[config.mk]
export PLATFORM = sky130hd
export DESIGN_NAME = char_rx_fifo
export DESIGN_NICKNAME = d
export VERILOG_FILES = /design/src/rtl/rxq_pkg.sv /design/src/rtl/rxq_hold_qual.sv /design/src/rtl/rxq_store.sv /design/src/rtl/rxq_flag_enc.sv /design/src/rtl/char_rx_fifo.sv
export SDC_FILE = /design/constraint.sdc
export NUM_CORES = 2
export LEC_CHECK = 0
export BUFFER_PORTS_ARGS = -buffer_cell sky130_fd_sc_hd__buf_4
export CORE_MARGIN = 2
export CORE_UTILIZATION = 57
export DETAILED_ROUTE_END_ITERATION = 12
export GPL_ROUTABILITY_DRIVEN = 0
export PLACE_DENSITY = 0.85
export RECOVER_POWER = 100
export SYNTH_ARGS = -nofsm -noshare
export SYNTH_HDL_FRONTEND = slang
export SYNTH_SLANG_ARGS = --single-unit
[constraint.sdc]
create_clock -name clk -period 4 [get_ports clk]
set_input_delay 0.4 -clock clk [delete_from_list [all_inputs] [get_ports clk]]
set_output_delay 0.4 -clock clk [all_outputs]
set_load 0.005 [all_outputs]
[src/rtl/rxq_pkg.sv]
package rxq_pkg;
    typedef enum logic [1:0] {
        Q_RUN  = 2'd0,
        Q_ARM  = 2'd1,
        Q_HELD = 2'd2
    } qual_state_t;
endpackage

[src/rtl/rxq_hold_qual.sv]
module rxq_hold_qual
    import rxq_pkg::*;
#(
    parameter int HOLD_CYCLES = 7
) (
    input  logic        clk,
    input  logic        rst_n,
    input  logic        req,
    output qual_state_t state,
    output logic        flush
);
    localparam int CW = $clog2(HOLD_CYCLES + 1);
    localparam logic [CW-1:0] LAST = CW'(HOLD_CYCLES - 1);

    qual_state_t state_nxt;
    logic [CW-1:0] hold_cnt, hold_cnt_nxt;

    // state register
    always_ff @(posedge clk or negedge rst_n) begin
        if (!rst_n) begin
            state    <= Q_RUN;
            hold_cnt <= '0;
        end else begin
            state    <= state_nxt;
            hold_cnt <= hold_cnt_nxt;
        end
    end

    // next state and outputs
    always_comb begin
        state_nxt    = state;
        hold_cnt_nxt = hold_cnt;
        flush        = 1'b0;
        unique case (state)
            Q_RUN: begin
                if (req) begin
                    state_nxt    = Q_ARM;
                    hold_cnt_nxt = CW'(1);
                end
            end
            Q_ARM: begin
                if (!req) begin
                    state_nxt    = Q_RUN;
                    hold_cnt_nxt = '0;
                end else if (hold_cnt == LAST) begin
                    state_nxt    = Q_HELD;
                    hold_cnt_nxt = '0;
                    flush        = 1'b1;
                end else begin
                    hold_cnt_nxt = hold_cnt + CW'(1);
                end
            end
            Q_HELD: begin
                flush = 1'b1;
                if (!req) state_nxt = Q_RUN;
            end
            default: state_nxt = Q_RUN;
        endcase
    end
endmodule

[src/rtl/rxq_store.sv]
module rxq_store #(
    parameter int WORD_W = 9,
    parameter int ADDR_W = 8
) (
    input  logic              clk,
    input  logic              rst_n,
    input  logic              flush,
    input  logic              wr_en,
    input  logic [WORD_W-1:0] wr_word,
    input  logic              rd_en,
    output logic [WORD_W-1:0] rd_word,
    output logic [ADDR_W:0]   cnt,
    output logic              ovf
);
    localparam int DEPTH = 1 << ADDR_W;
    localparam logic [ADDR_W:0] CNT_FULL = (ADDR_W+1)'(DEPTH);

    logic [WORD_W-1:0] mem [DEPTH];
    logic [ADDR_W-1:0] wptr, rptr;
    logic              full, empty, wr_ok, rd_ok;

    assign full  = (cnt == CNT_FULL);
    assign empty = (cnt == '0);
    assign wr_ok = wr_en && !full && !flush;
    assign rd_ok = rd_en && !empty && !flush;

    always_ff @(posedge clk) begin
        if (wr_ok) mem[wptr] <= wr_word;
    end

    always_ff @(posedge clk or negedge rst_n) begin
        if (!rst_n) begin
            wptr    <= '0;
            rptr    <= '0;
            cnt     <= '0;
            rd_word <= '0;
            ovf     <= 1'b0;
        end else if (flush) begin
            wptr <= '0;
            rptr <= '0;
            cnt  <= '0;
            ovf  <= 1'b0;
        end else begin
            if (wr_ok) wptr <= wptr + 1'b1;
            if (rd_ok) begin
                rptr    <= rptr + 1'b1;
                rd_word <= mem[rptr];
            end
            unique case ({wr_ok, rd_ok})
                2'b10:   cnt <= cnt + 1'b1;
                2'b01:   cnt <= cnt - 1'b1;
                default: cnt <= cnt;
            endcase
            if (wr_en && full) ovf <= 1'b1;
        end
    end
endmodule

[src/rtl/rxq_flag_enc.sv]
module rxq_flag_enc #(
    parameter int ADDR_W      = 8,
    parameter int AFULL_SLACK = 4
) (
    input  logic            held,
    input  logic [ADDR_W:0] cnt,
    input  logic            bypass,
    input  logic            byp_valid,
    input  logic            byp_cmd,
    input  logic            pol_hi,
    input  logic            oe,
    output logic            flag_empty,
    output logic            flag_half,
    output logic            flag_full
);
    localparam int DEPTH = 1 << ADDR_W;
    localparam logic [ADDR_W:0] HALF_MARK  = (ADDR_W+1)'(DEPTH / 2);
    localparam logic [ADDR_W:0] AFULL_MARK = (ADDR_W+1)'(DEPTH - AFULL_SLACK);

    logic empty_act, half_act, full_act;

    always_comb begin
        if (bypass) begin
            empty_act = !(byp_valid && !byp_cmd);
            half_act  = 1'b0;
            full_act  = !byp_valid;
        end else begin
            empty_act = held || (cnt == '0);
            half_act  = !held && (cnt >= HALF_MARK);
            full_act  = !held && (cnt >= AFULL_MARK);
        end
    end

    assign flag_empty = pol_hi ? (oe && empty_act) : !(oe && empty_act);
    assign flag_full  = pol_hi ? (oe && full_act)  : !(oe && full_act);
    assign flag_half  = oe && half_act;
endmodule

[src/rtl/char_rx_fifo.sv]
module char_rx_fifo
    import rxq_pkg::*;
#(
    parameter int CHAR_W      = 8,
    parameter int ADDR_W      = 8,
    parameter int AFULL_SLACK = 4,
    parameter int HOLD_CYCLES = 7
) (
    input  logic              clk,
    input  logic              rst_n,
    input  logic              fifo_rst_req,
    input  logic              bypass,
    input  logic              pol_hi,
    input  logic              oe,
    input  logic              wr_en,
    input  logic              wr_cmd,
    input  logic [CHAR_W-1:0] wr_char,
    input  logic              rd_en,
    output logic [CHAR_W-1:0] rd_char,
    output logic              rd_cmd,
    output logic              flag_empty,
    output logic              flag_half,
    output logic              flag_full,
    output logic              ovf_flag
);
    localparam int WORD_W = CHAR_W + 1;

    qual_state_t       q_state;
    logic              flush;
    logic [ADDR_W:0]   cnt;
    logic [WORD_W-1:0] fifo_word;
    logic [WORD_W-1:0] byp_word;
    logic              byp_valid;
    logic [WORD_W-1:0] out_word;

    rxq_hold_qual #(.HOLD_CYCLES(HOLD_CYCLES)) u_qual (
        .clk   (clk),
        .rst_n (rst_n),
        .req   (fifo_rst_req),
        .state (q_state),
        .flush (flush)
    );

    rxq_store #(.WORD_W(WORD_W), .ADDR_W(ADDR_W)) u_store (
        .clk     (clk),
        .rst_n   (rst_n),
        .flush   (flush),
        .wr_en   (wr_en && !bypass),
        .wr_word ({wr_cmd, wr_char}),
        .rd_en   (rd_en && !bypass),
        .rd_word (fifo_word),
        .cnt     (cnt),
        .ovf     (ovf_flag)
    );

    always_ff @(posedge clk or negedge rst_n) begin
        if (!rst_n) begin
            byp_valid <= 1'b0;
            byp_word  <= '0;
        end else begin
            byp_valid <= bypass && wr_en;
            if (bypass && wr_en) byp_word <= {wr_cmd, wr_char};
        end
    end

    rxq_flag_enc #(.ADDR_W(ADDR_W), .AFULL_SLACK(AFULL_SLACK)) u_enc (
        .held       (q_state == Q_HELD),
        .cnt        (cnt),
        .bypass     (bypass),
        .byp_valid  (byp_valid),
        .byp_cmd    (byp_word[WORD_W-1]),
        .pol_hi     (pol_hi),
        .oe         (oe),
        .flag_empty (flag_empty),
        .flag_half  (flag_half),
        .flag_full  (flag_full)
    );

    assign out_word = !oe ? '0 : (bypass ? byp_word : fifo_word);
    assign rd_char  = out_word[CHAR_W-1:0];
    assign rd_cmd   = out_word[WORD_W-1];
endmodule

; ---- Word level (Yosys, flattened, before mapping)
; Memories as Yosys holds them, arrays and structs flattened. A register that Yosys moved wholly into a read port is not among the register bits.
; Cells that the tools add are included.
[op_classes]
n_addsub = 5
mul = 0
div_mod_pow = 0
magnitude_cmp = 2
eq_ne = 9
shifts = 0
muxes = 29
n_bitwise = 1
n_reduce_logical = 36
[ops]
columns = op, count
row1 = 8-bit two-way mux, 4
row2 = 9-bit two-way mux, 3
row3 = 9-bit by 8-bit >= comparator with 1-bit output (second input constant), 2
row4 = 9-bit one-hot mux with 2 select lines, 1
row5 = 8-bit by 1-bit adder with 8-bit output (second input constant), 2
row6 = 1-bit logical AND, 14
row7 = 1-bit zero test, 11
row8 = 1-bit two-way mux, 11
row9 = 9-bit by 1-bit adder with 9-bit output (second input constant), 1
row10 = 9-bit equality test (second input constant), 1
row11 = 9-bit zero test, 1
row12 = 3-bit two-way mux, 3
row13 = 9-bit by 1-bit subtractor with 9-bit output (second input constant), 1
row14 = 2-bit two-way mux, 4
row15 = 2-bit nonzero test, 4
row16 = 2-bit one-hot mux with 3 select lines, 1
row17 = 3-bit one-hot mux with 2 select lines, 1
row18 = 2-bit by 1-bit equality test with 1-bit output (second input constant), 2
row19 = 2-bit equality test (second input constant), 2
row20 = 2-bit inequality test (second input constant), 2
row21 = 2-bit AND reduction, 2
row22 = 3-bit by 1-bit adder with 3-bit output (second input constant), 1
row23 = 3-bit equality test (second input constant), 1
row24 = 3-bit by 2-bit inequality test with 1-bit output (second input constant), 1
row25 = other kinds (6), 6
[totals]
regBits = 41
latch_bits = 0
mem_bits_rw = 2304
rom_bits = 0
inputBits = 17
output_inout_bits = 13
word_cells = 91
memories = 1
[mem_list]
columns = memory, words, width, rd, rd_ports_with_merged_regs, wr, line
row1 = u_store.mem, 256, 9, 1, 1, 1, rxq_store.sv:18  ; logic [WORD_W-1:0] mem [DEPTH];

; ---- Depth between registers and ports, before layout
[depth]
depth_word = 9
depth_mapped = 16
mapped_depth_nobuf = 14

; ---- By module
; A second synthesis with hierarchy kept.
[unflattened]
hier_cells = 4493
hier_area_um2 = 92551.3
[modules_own_cells]
columns = mod, instances, cells_per_inst, area_each_um2, seq_area_each_um2
row1 = rxq_store, 1, 4392, 91465.2, 70062.2
row2 = char_rx_fifo, 1, 43, 576.8, 250.2
row3 = rxq_hold_qual, 1, 37, 361.6, 125.1
row4 = rxq_flag_enc, 1, 21, 147.6, 0.0

; ---- Least setup slack after synthesis
; No wires, ideal clock.
[synth_timing]
path_kind = flip-flop to flip-flop
startpoint = register u_qual.state[1]
endpoint = register u_store.cnt[8]
setup_time_ns = 0.125
arrival_ns = 3.696
t_required_ns = 3.875
path_slack_ns = 0.179
path_stages_with_launch = 17
n_path_buf = 2
synth_period_minus_slack_ns = 3.821
cell_sequence = dfrtp_1 inv_1 ha_1 clkbuf_1 nand3_1 o21ai_0 nand2b_4 clkbuf_1 nor2_1 fa_1 a21o_1 a21oi_1 o21bai_1 a2111oi_0 nor3_1 mux2i_1 mux2_2
[synth_between]
elab_chain_len = 7
[synth_lines]
columns = item, line
row1 = from (decl), rxq_hold_qual.sv:9  ; output qual_state_t state,
row2 = from (signal assigned), rxq_hold_qual.sv:24  ; state <= state_nxt;
row3 = 2-bit equality test or 2-bit by 1-bit equality test with 1-bit output (tied branches), rxq_hold_qual.sv:34  ; unique case (state)
row4 = 1-bit one-hot mux with 2 select lines (*), rxq_hold_qual.sv:34
row5 = 1-bit zero test, "rxq_store.sv:24, rxq_store.sv:25"
row6 = "1-bit logical AND, on equally long branches", "rxq_store.sv:25, rxq_store.sv:24"
row7 = 2-bit by 1-bit equality test with 1-bit output or 2-bit equality test (tied branches), rxq_store.sv:49  ; unique case ({wr_ok, rd_ok})
row8 = 9-bit one-hot mux with 2 select lines, rxq_store.sv:49
row9 = 9-bit two-way mux, rxq_store.sv:38  ; end else if (flush) begin
row10 = to (signal assigned), rxq_store.sv:50  ; 2'b10: cnt <= cnt + 1'b1;
row11 = to (signal assigned), rxq_store.sv:51  ; 2'b01: cnt <= cnt - 1'b1;
row12 = to (signal assigned), rxq_store.sv:52  ; default: cnt <= cnt;
row13 = to (decl), rxq_store.sv:12  ; output logic [ADDR_W:0] cnt,
; Every way passes the cells marked *; elsewhere a longest branch is shown, timed or not.
; A chain may end at the register's enable or synchronous reset.

==> metrics.md <==
| Metric | Value |
|---|---|
| Status | finished, violations left |
| Failing checks | capacitance limit, slew limit, setup timing |
| WHS Path Cells | 4 |
| Post-Synthesis Cells | 4,302 |
| Critical path depth in cells | 8 |
| # DRC | 0 |
| DR vias | a little under 50,000 |
| Row cnt | between 100 and 150 |
| Final number of setup-violating endpoints | 1 |
| VDD IR max | 749 uV |
| Critical Path RT | around 4700 ps |
| Syn_area_per_cell | roughly 21 sq um |
| Dpl cell area | between 90,000 and 100,000 sq um |
| Hold WC Path Type | primary input to register |
| Asr flop ratio synth | 0.0212 |
| Synth Register Bits | 2,354 |
| Wire per inst | 35.3 microns |
| Critical path class | register to register |
| Layout cells sized above 1 | 0.228 |
| Top cell type by total area after synthesis | edfxtp_1 |
| Ys Warns | 0 |
| First-pass GRT wire length | approximately 350 mm |
| I/O pins | 30 |
| CP endpoint kind | register |
| Crit path max-delay family | compound AO/OA/AOI/OAI gates |
| DP Wirelength | around 130 mm |
| Min Tclk post-route | 4090 ps |
| DRC marker count from the first detailed-route iteration | about 8,500 |
| Synth-to-Final Area Change | 11.2% |
| Vias/cell | a little over 7 |
| Worst min-delay path startpoint | wr_en |
| Fmax | about 240 MHz |
| Largest net degree at the start of global routing | 225 |
| Maximum fanout along the worst path | 21 |
| Die Width | 404 microns |
| Port buffer count | 29 |
| Core box area | between 150,000 and 200,000 sq um |
| Clk Latency, worst-skew pair | roughly 850 ps |
| CP most frequent cell | buf_12 |
| Total GRT Usage | 0.297 |
| DR pass1 iterations | 6 |
| Synthesized area | a little over 90,000 sq um |
| Finished Cell Area | approximately 100,000 sq um |
| RSZ-0062 raised after global routing | no |
| Setup Fix Bufs, Post-CTS | 0 |
| CP startpoint kind | register |
| WP data arrival | between 4000 and 5000 ps |
| Die H | approximately 400 microns |
| CP Cell Sequence | buf_12 -> buf_12 -> mux4_2 -> a22oi_1 -> nand2_1 -> o21ai_0 -> a311o_1 -> o2111ai_1 |
| R2r setup slk | -90 ps |
| Post-Route WL | between 200 and 250 mm |
| Initial antenna violation count | 9 |
| Vias in the first global route | roughly 50,000 |
| Slew @ Worst Pin | between 3000 and 4000 ps |
| Top_reg_cell synth | edfxtp_1 |
| Htree depth | 4 |
| Fillers | around 9,400 |
| Reg2reg end | u_store.rd_word[1] |
| Fin crit share | 1.02 |
| Max incr delay on CP | ~900 ps |
| Syn nets | between 4,000 and 5,000 |
| Utilization after layout | 0.640 |
| Post-synth top area share | 0.757 |
| Max_cap viols | 17 |
| CTS Root Cell | clkbuf_16 |
| Nets | 4,622 |
| Full die area | around 160,000 sq um |
| Clk pin slew, worst setup/hold paths | 80 ps |
| Reg2reg path depth | 8 |
| Routed Antenna Nets | 0 |
| Launch point of the worst path | u_store.rptr[0] |
| Crit-path slowest cell | dfrtp_4 |
| P per Cell Area | approximately 640 nW/um^2 |
| Starting Density | 0.576 |
| CP Buf/Inv Count | 2 |
| CTS tree | built |
| Largest cells by area after synthesis | edfxtp_1 76%, mux4_2 14%, mux2i_1 1.5%, dfrtp_1 1.4%, nor2_1 1.3% |
| Sequential cell area fraction in the yosys report | 0.771 |
| Reg-to-Reg Start | u_store.rptr[0] |
| Clock Skews | 42.6 ps |
| Top cells by count, synth | 2,304 x edfxtp_1, 557 x mux4_2, 309 x nor2_1, 140 x a22oi_1, 133 x mux2i_1 |
| Setup ws final | -94.8 ps |
| Clock tree buffer depth | 3 |
| Final Hold Viols | 0 |
| EDFF count, synth | 2,304 |
| Grt total ovfl | 0 |
| Fin. max-slew vios | roughly 1,700 |
| Last element of the critical path | u_store.rd_word[1] |
| Most frequent cell after synthesis | edfxtp_1 |
| Leakage | approximately 32 nW |
| Rel. slew slack | -1.39 |
| Post-synthesis cell type count | 61 |
| TritonCTS buffer count | between 200 and 250 |
| Clk sink count | ~2,400 |
-- metrics by stage --
step	setup TNS [ps]	hold WS, ps	setup WS (ps)	cells	total power (W)
after floorplan	0	104	179	4302	0.0393
after global placement	0	487	379	6444	0.0440
after detailed placement	0	490	412	6444	0.0445
after CTS	0	77.3	214	6845	0.0649
after global routing	0	138	11.0	6846	0.0665
final	-94.8	111	-94.8	6848	0.0652
-- worst min-delay path: cells and delay by family --
family                 cells  cell delay (ps)
buffers and inverters      1               80
AND/OR/NAND/NOR            2              280
AO/OA/AOI/OAI              1              140
-- metal layers --
metal,routed length (microns),track usage,part of all wire
met2,118000,0.481,0.49
met4,16200,0.161,0.067
met1,77700,0.376,0.32
met3,29300,0.0675,0.12
met5,67,0,0.00028
-- flip-flops by register name, indices dropped and copies added (netlist names) --
name and count:
u_store.ovf 1, u_store.rptr 8, u_qual.hold_cnt 3, u_store.mem 2304
u_store.cnt 9, byp_word 9, u_qual.state 2, u_store.rd_word 9
byp_valid 1, u_store.wptr 8
-- where the power goes --
group | switching (W) | total [W] | internal (W)
registers | 0.000541 | 0.0279 | 0.0274
logic | 0.00968 | 0.0170 | 0.00730
clock network | 0.00920 | 0.0203 | 0.0111
total | 0.0194 | 0.0652 | 0.0457
-- logic make-up after synthesis --
group	Yosys count	share of synthesized area
adder cells (fa/ha/maj)	16	0.00227
buffers and inverters	270	0.0152
multiplexers	700	0.153
AND/OR/NAND/NOR	539	0.0255
flip-flops	2354	0.771
XOR/XNOR	23	0.00220
AO/OA/AOI/OAI	400	0.0309
-- worst min-delay path by stage --
stage / slack, ps / to
after global routing: 140 / u_store.ovf
after detailed placement: 490 / byp_word[0]
final: 110 / u_store.ovf
after floorplan: 100 / byp_valid
after global placement: 490 / u_qual.hold_cnt[1]
after CTS: 80 / u_store.ovf
-- layout make-up --
type,instances,area [sq um],area share
multi-input cells,1678,19600,0.193
inverters,13,48.8,0.000480
repair buffers,331,2180,0.0215
flip-flops and latches,2354,70500,0.693
clock buffers,262,5480,0.0539
well taps,2072,2590,0.0255
diodes,3,7.51,0.0000739
clock inverters,135,1290,0.0127
-- cells in the final DEF (no fill, tap or decap), types with 7 or more instances in the layout --
master,synthesis,layout
a2111oi_0,12,12
a211oi_1,44,43
a21oi_1,46,46
a22oi_1,140,140
a311o_1,9,9
a31oi_1,18,18
and2_1,17,11
buf_12,0,27
buf_4,37,85
bufinv_16,0,20
clkbuf_1,80,177
clkbuf_16,0,211
clkbuf_2,0,70
clkbuf_4,0,13
clkinv_1,0,53
clkinv_2,0,40
dfrtp_1,50,45
edfxtp_1,2304,2304
ha_1,15,15
inv_1,13,13
mux2_2,10,9
mux2i_1,133,133
mux4_2,557,557
nand2_1,96,96
nand2b_1,8,8
nand3_1,45,45
nand4_1,14,14
nor2_1,309,307
nor2b_1,23,21
nor3_1,7,7
o2111ai_1,8,8
o21ai_0,45,44
o221ai_1,18,18
o22ai_1,34,34
xnor2_1,8,8
xor2_1,15,15
-- timing repair --
action | in CTS | in global routing
hold buffers | 4 | 0
endpoints found under the setup margin | 0 | 1
hold endpoints to repair | 70 | 0
gates resized for setup | 0 | 1
Note: power is estimated with default switching activity, not from simulation.
